--- config.mk ---
export PLATFORM = sky130hd
export DESIGN_NAME = core_state_ctrl
export DESIGN_NICKNAME = d
export VERILOG_FILES = /design/src/rtl/csc_pkg.sv /design/src/rtl/csc_settle_timer.sv /design/src/rtl/csc_mode_reg.sv /design/src/rtl/csc_ready_flag.sv /design/src/rtl/core_state_ctrl.sv
export SDC_FILE = /design/constraint.sdc
export NUM_CORES = 1
export LEC_CHECK = 0
export ABC_CLOCK_PERIOD_IN_PS = 1300
export CAP_MARGIN = 20
export CORE_MARGIN = 2
export CORE_UTILIZATION = 40
export DETAILED_ROUTE_END_ITERATION = 8
export DONT_BUFFER_PORTS = 1
export PLACE_DENSITY = 0.56
export SYNTH_ARGS = -nofsm -noshare
export SYNTH_HDL_FRONTEND = slang
export SYNTH_SLANG_ARGS = --single-unit
export TNS_END_PERCENT = 30
--- constraint.sdc ---
create_clock -name clk -period 1.3 [get_ports clk]
set_input_delay 0.195 -clock clk [delete_from_list [all_inputs] [get_ports clk]]
set_output_delay 0.195 -clock clk [all_outputs]
set_load 0.02 [all_outputs]
--- src/rtl/csc_pkg.sv ---
package csc_pkg;

    typedef enum logic [1:0] {
        MODE_IDLE = 2'b00,
        MODE_RUN  = 2'b01,
        MODE_HOLD = 2'b11
    } core_mode_e;

    localparam int MODE_W    = 2;
    localparam int VALID_POS = 2;
    localparam int READY_POS = 4;

    typedef struct packed {
        logic flush;
        logic svc_clr;
        logic err_clr;
    } clr_pulses_t;

    function automatic logic code_legal(input logic [MODE_W-1:0] code);
        return code != 2'b10;
    endfunction

endpackage

--- src/rtl/csc_settle_timer.sv ---
module csc_settle_timer #(
    parameter int BUS_SETTLE  = 3,
    parameter int CORE_SETTLE = 3
) (
    input  logic clk,
    input  logic rst,
    input  logic start,
    input  logic tick,
    output logic settled
);
    localparam int BW = $clog2(BUS_SETTLE + 1);
    localparam int TW = $clog2(CORE_SETTLE + 1);

    logic [BW-1:0] bus_left;
    logic [TW-1:0] tick_left;

    always_ff @(posedge clk) begin
        if (rst) begin
            settled   <= 1'b1;
            bus_left  <= '0;
            tick_left <= '0;
        end else if (start) begin
            settled   <= 1'b0;
            bus_left  <= BW'(BUS_SETTLE);
            tick_left <= TW'(CORE_SETTLE);
        end else if (!settled) begin
            if (bus_left != '0) begin
                bus_left <= bus_left - 1'b1;
            end else if (tick) begin
                if (tick_left == TW'(1)) settled <= 1'b1;
                tick_left <= tick_left - 1'b1;
            end
        end
    end

    // a start always drops the settled flag on the next cycle
    p_drop_on_start_r3: assert property (@(posedge clk) disable iff (rst)
        start |=> !settled);
    // settling never completes during the bus-cycle phase
    p_no_early_settle_r3: assert property (@(posedge clk) disable iff (rst)
        (!settled && bus_left != '0 && !start) |=> !settled);
endmodule

--- src/rtl/csc_mode_reg.sv ---
module csc_mode_reg
    import csc_pkg::*;
(
    input  logic              clk,
    input  logic              rst,
    input  logic              wr_en,
    input  logic [MODE_W-1:0] wr_code,
    input  logic              sw_rst,
    input  logic              settled,
    input  logic              err_pending,
    output core_mode_e        mode,
    output logic              start,
    output clr_pulses_t       pulses
);
    logic accept;

    assign accept = wr_en && settled && code_legal(wr_code) && !sw_rst;
    assign start  = sw_rst || accept;

    always_ff @(posedge clk) begin
        if (rst) begin
            mode   <= MODE_IDLE;
            pulses <= '0;
        end else begin
            pulses <= '0;
            if (sw_rst) begin
                mode           <= MODE_IDLE;
                pulses.svc_clr <= 1'b1;
                pulses.err_clr <= 1'b1;
            end else if (accept) begin
                mode <= core_mode_e'(wr_code);
                if (mode == MODE_IDLE && wr_code != MODE_IDLE)
                    pulses.flush <= 1'b1;
                if (wr_code == MODE_IDLE && err_pending)
                    pulses.err_clr <= 1'b1;
            end
        end
    end

    // a flush pulse only follows a departure from the reset mode
    p_flush_leaves_reset_r9: assert property (@(posedge clk) disable iff (rst)
        pulses.flush |-> ($past(mode) == MODE_IDLE && mode != MODE_IDLE));
    // code 2 never alters the mode
    p_code2_ignored_r5: assert property (@(posedge clk) disable iff (rst)
        (wr_en && wr_code == 2'b10 && !sw_rst) |=> $stable(mode));
    // writes while unsettled are dropped
    p_busy_write_ignored_r4: assert property (@(posedge clk) disable iff (rst)
        (wr_en && !settled && !sw_rst) |=> $stable(mode));
    // software reset forces the reset mode and both clears
    p_swrst_effect_r8: assert property (@(posedge clk) disable iff (rst)
        sw_rst |=> (mode == MODE_IDLE && pulses.svc_clr && pulses.err_clr));
endmodule

--- src/rtl/csc_ready_flag.sv ---
module csc_ready_flag (
    input  logic clk,
    input  logic rst,
    input  logic eng_idle,
    input  logic sw_rst,
    output logic idle_q
);
    always_ff @(posedge clk) begin
        if (rst) idle_q <= 1'b0;
        else     idle_q <= eng_idle && !sw_rst;
    end

    // the ready source is cleared after a software reset
    p_ready_cleared_r7: assert property (@(posedge clk) disable iff (rst)
        sw_rst |=> !idle_q);
endmodule

--- src/rtl/core_state_ctrl.sv ---
module core_state_ctrl
    import csc_pkg::*;
#(
    parameter int WORD_W      = 32,
    parameter int BUS_SETTLE  = 3,
    parameter int CORE_SETTLE = 3
) (
    input  logic              clk,
    input  logic              rst,
    input  logic              wr_en,
    input  logic [1:0]        wr_data,
    input  logic              sw_rst,
    input  logic              core_tick,
    input  logic              eng_idle,
    input  logic              err_pending,
    output logic [WORD_W-1:0] state_word,
    output logic              run_en,
    output logic              pause_en,
    output logic              fifo_flush,
    output logic              svc_clr,
    output logic              err_clr
);
    core_mode_e  mode;
    logic        start;
    logic        settled;
    logic        idle_q;
    clr_pulses_t pulses;

    csc_mode_reg u_mode (
        .clk         (clk),
        .rst         (rst),
        .wr_en       (wr_en),
        .wr_code     (wr_data),
        .sw_rst      (sw_rst),
        .settled     (settled),
        .err_pending (err_pending),
        .mode        (mode),
        .start       (start),
        .pulses      (pulses)
    );

    csc_settle_timer #(
        .BUS_SETTLE  (BUS_SETTLE),
        .CORE_SETTLE (CORE_SETTLE)
    ) u_timer (
        .clk     (clk),
        .rst     (rst),
        .start   (start),
        .tick    (core_tick),
        .settled (settled)
    );

    csc_ready_flag u_ready (
        .clk      (clk),
        .rst      (rst),
        .eng_idle (eng_idle),
        .sw_rst   (sw_rst),
        .idle_q   (idle_q)
    );

    always_comb begin
        state_word                = '0;
        state_word[MODE_W-1:0]    = mode;
        state_word[VALID_POS]     = settled;
        state_word[READY_POS]     = settled && idle_q;
    end

    assign run_en     = settled && (mode == MODE_RUN);
    assign pause_en   = settled && (mode == MODE_HOLD);
    assign fifo_flush = pulses.flush;
    assign svc_clr    = pulses.svc_clr;
    assign err_clr    = pulses.err_clr;

    // the engine is never both running and paused
    p_enables_exclusive_r6: assert property (@(posedge clk) disable iff (rst)
        !(run_en && pause_en));
    // no enable while settling
    p_no_enable_unsettled_r6: assert property (@(posedge clk) disable iff (rst)
        !state_word[VALID_POS] |-> !(run_en || pause_en));
endmodule

==> results.md <==
- Class of the worst hold path: in2reg
- Clk sinks: 11
- Final setup margin: 0.0917 ns
- Final setup viols: 0
- Grt total ovfl: 0
- Power per cell area: 1120 nW/um^2
- Synth Area per Inst: 8.96 um^2
- Post-synth top flop: dfxtp_1
- Post-synth EDFFs: 0
- # DRC: 0
- DIE AREA: 2150 um^2
- First-pass GRT wire length: 1490 um
- Post-synth ARST share: 0%
- Routed Wire Length: 1050 um
- Layout Skew: 0.000411 ns
- Commonest non-fill, non-tap cell in the layout: conb_1
- CP Class: reg2reg
- Buffers and inverters on the worst path: 1
- FILL cells: 179
- R2r setup slk: 0.09 ns
- CP startpoint: u_timer.bus_left[0]
- Die height: 46.3 um
- Number of buffers added on ports: 0
- # rows: 15
- Diode count: 0
- Final Hold Fails: 0
- Vias in the first global route: 358
- CP max stage cell: dfxtp_2
- H-tree depth: 1
- Fmax: 828 MHz
- Hold_ws: 0.0122 ns
- CP Capture Type: flip-flop
- Worst-skew pair later-pin latency: 0.26 ns
- DR iter-0 viols: 5
- Detailed placement HPWL: 796 um
- Antenna violations before repair: 0
- Max_cap viols: 0
- Detailed-route via count: 439
- Dpl ws: 0.0812 ns
- Unrepaired setup endpoints after global routing: no
- CTS Buf Count: 3
- Tot GR Track Use: 10.3%
- Initial DRT Pass Iterations: 2
- Clk slew on worst S/H paths: 0.07 ns
- Worst reg2reg startpoint: u_timer.bus_left[0]
- Outcome: finished clean
- Synthesized cell area: 717 um^2
- Commonest cells after routing, fill and taps aside: conb_1 (28), dfxtp_1 (7), inv_1 (5), nor2_1 (5)
- Cell family with most CP delay: flip-flops
- Io pins: 46
- Slew Limit Fails: 0
- Root buf cell: clkbuf_4
- Synth Warn #: 0
- CP cell instances: inv_1 -> ha_1 -> or3_1 -> a31oi_1
- Largest net degree at the start of global routing: 11
- Setup TNS: 0 ns
- Min-delay src: rst
- Routed Antenna Nets: 0
- Die W: 46.3 um
- Core area: 1710 um^2
- Worst-path fanout max: 2
- Net count, final: 97
- Initial core utilization: 42.0%
- Tcrit/Tclk final: 92.9%
- Worst path max stage delay: 0.34 ns
- CTS tree: built
- Setup crit start kind: flip-flop
- Post-synth cell types: 29
- Sequential share of the synthesized area: 30.7%
- Leakage: 0.324 nW
- Mapped Cells: 80
- Crit path time final: 1.21 ns
- Gpl congestion: 0.628
- Worst EP required: 1.50 ns
- Worst Path Arrival: 1.40 ns
- Synth Register Bits: 11
- Vias per cell: 3.99
- Routed len/inst: 9.51 um
- Worst IR drop on VDD: 0.392 mV
- Max clock buf depth: 2
- Layout Area Growth over Synthesis: -3.32%
- Fraction of layout cells with a size suffix above 1: 20.0%
## metal layers
metal / track usage, % / share of wire (%) / vias up
li1: - / - / 216
met1: 10.3 / 38 / 195
met2: 15.6 / 47 / 28
met3: 6.67 / 14 / 0
met4: 6.86 / 0 / 0
met5: 0 / 0 / -
## where the power goes
part / switching [mW] / internal (mW)
registers: 0.0239 / 0.359
logic: 0.117 / 0.0462
clock network: 0.115 / 0.119
## cell usage after synthesis, types with 2 or more instances
library cell,instances,area (um^2)
a21oi_1,3,15.0
a31oi_1,2,12.5
buf_4,29,218
dfxtp_1,11,220
ha_1,2,25.0
inv_1,5,18.8
nand2b_1,2,12.5
nor2_1,5,18.8
## final timing paths
path                              end  depth (start not counted)
setup reg to reg  u_timer.bus_left[1]                          4
setup / recovery  u_timer.bus_left[1]                          4
hold / removal        u_timer.settled                          1
hold reg to reg   u_timer.bus_left[1]                          2
## repair_timing
item | 4_1_cts | 5_1_grt
hold endpoints to repair | 9 | 0
hold buffers | 2 | 0
resized for setup | 3 | 2
buffers inserted | 0 | 0
cloned | 0 | 0
setup endpoints to repair | 2 | 2
## per-stage QoR
stage	utilization, %	cell area (um^2)	power [mW]	cells
2_1_floorplan	-	818	0.601	107
3_5_place_dp	37.4	639	0.542	104
6_report	40.6	693	0.780	110
3_3_place_gp	37.4	639	0.538	104
5_1_grt	40.6	693	0.829	110
4_1_cts	40.4	689	0.789	110
## cell families after synthesis
| family | synth area share (%) |
|---|---|
| compound gates | 12.4 |
| fa+ha+maj | 3.49 |
| simple gates | 14.0 |
| xor+xnor | 2.44 |
| other cells | 0.523 |
| flops | 30.7 |
| buf+inv | 35.1 |
| mux | 1.40 |
## state kept, by name, indices dropped and copies added, names as in the netlist
signal / flops
u_mode.pulses: 3
u_timer.settled: 1
u_timer.tick_left: 2
u_mode.mode: 2
u_ready.idle_q: 1
u_timer.bus_left: 2
## cell type report
type                    count  area (um^2)  share of cell area [%]
well taps                  25         31.3                    4.51
multi-input cells          60          347                    50.0
inverters                   5         18.8                    2.71
repair buffers              5         42.5                    6.14
clock buffers               4         26.3                    3.79
flip-flops and latches     11          228                    32.9
No activity file was read; power rests on OpenSTA's default activity.
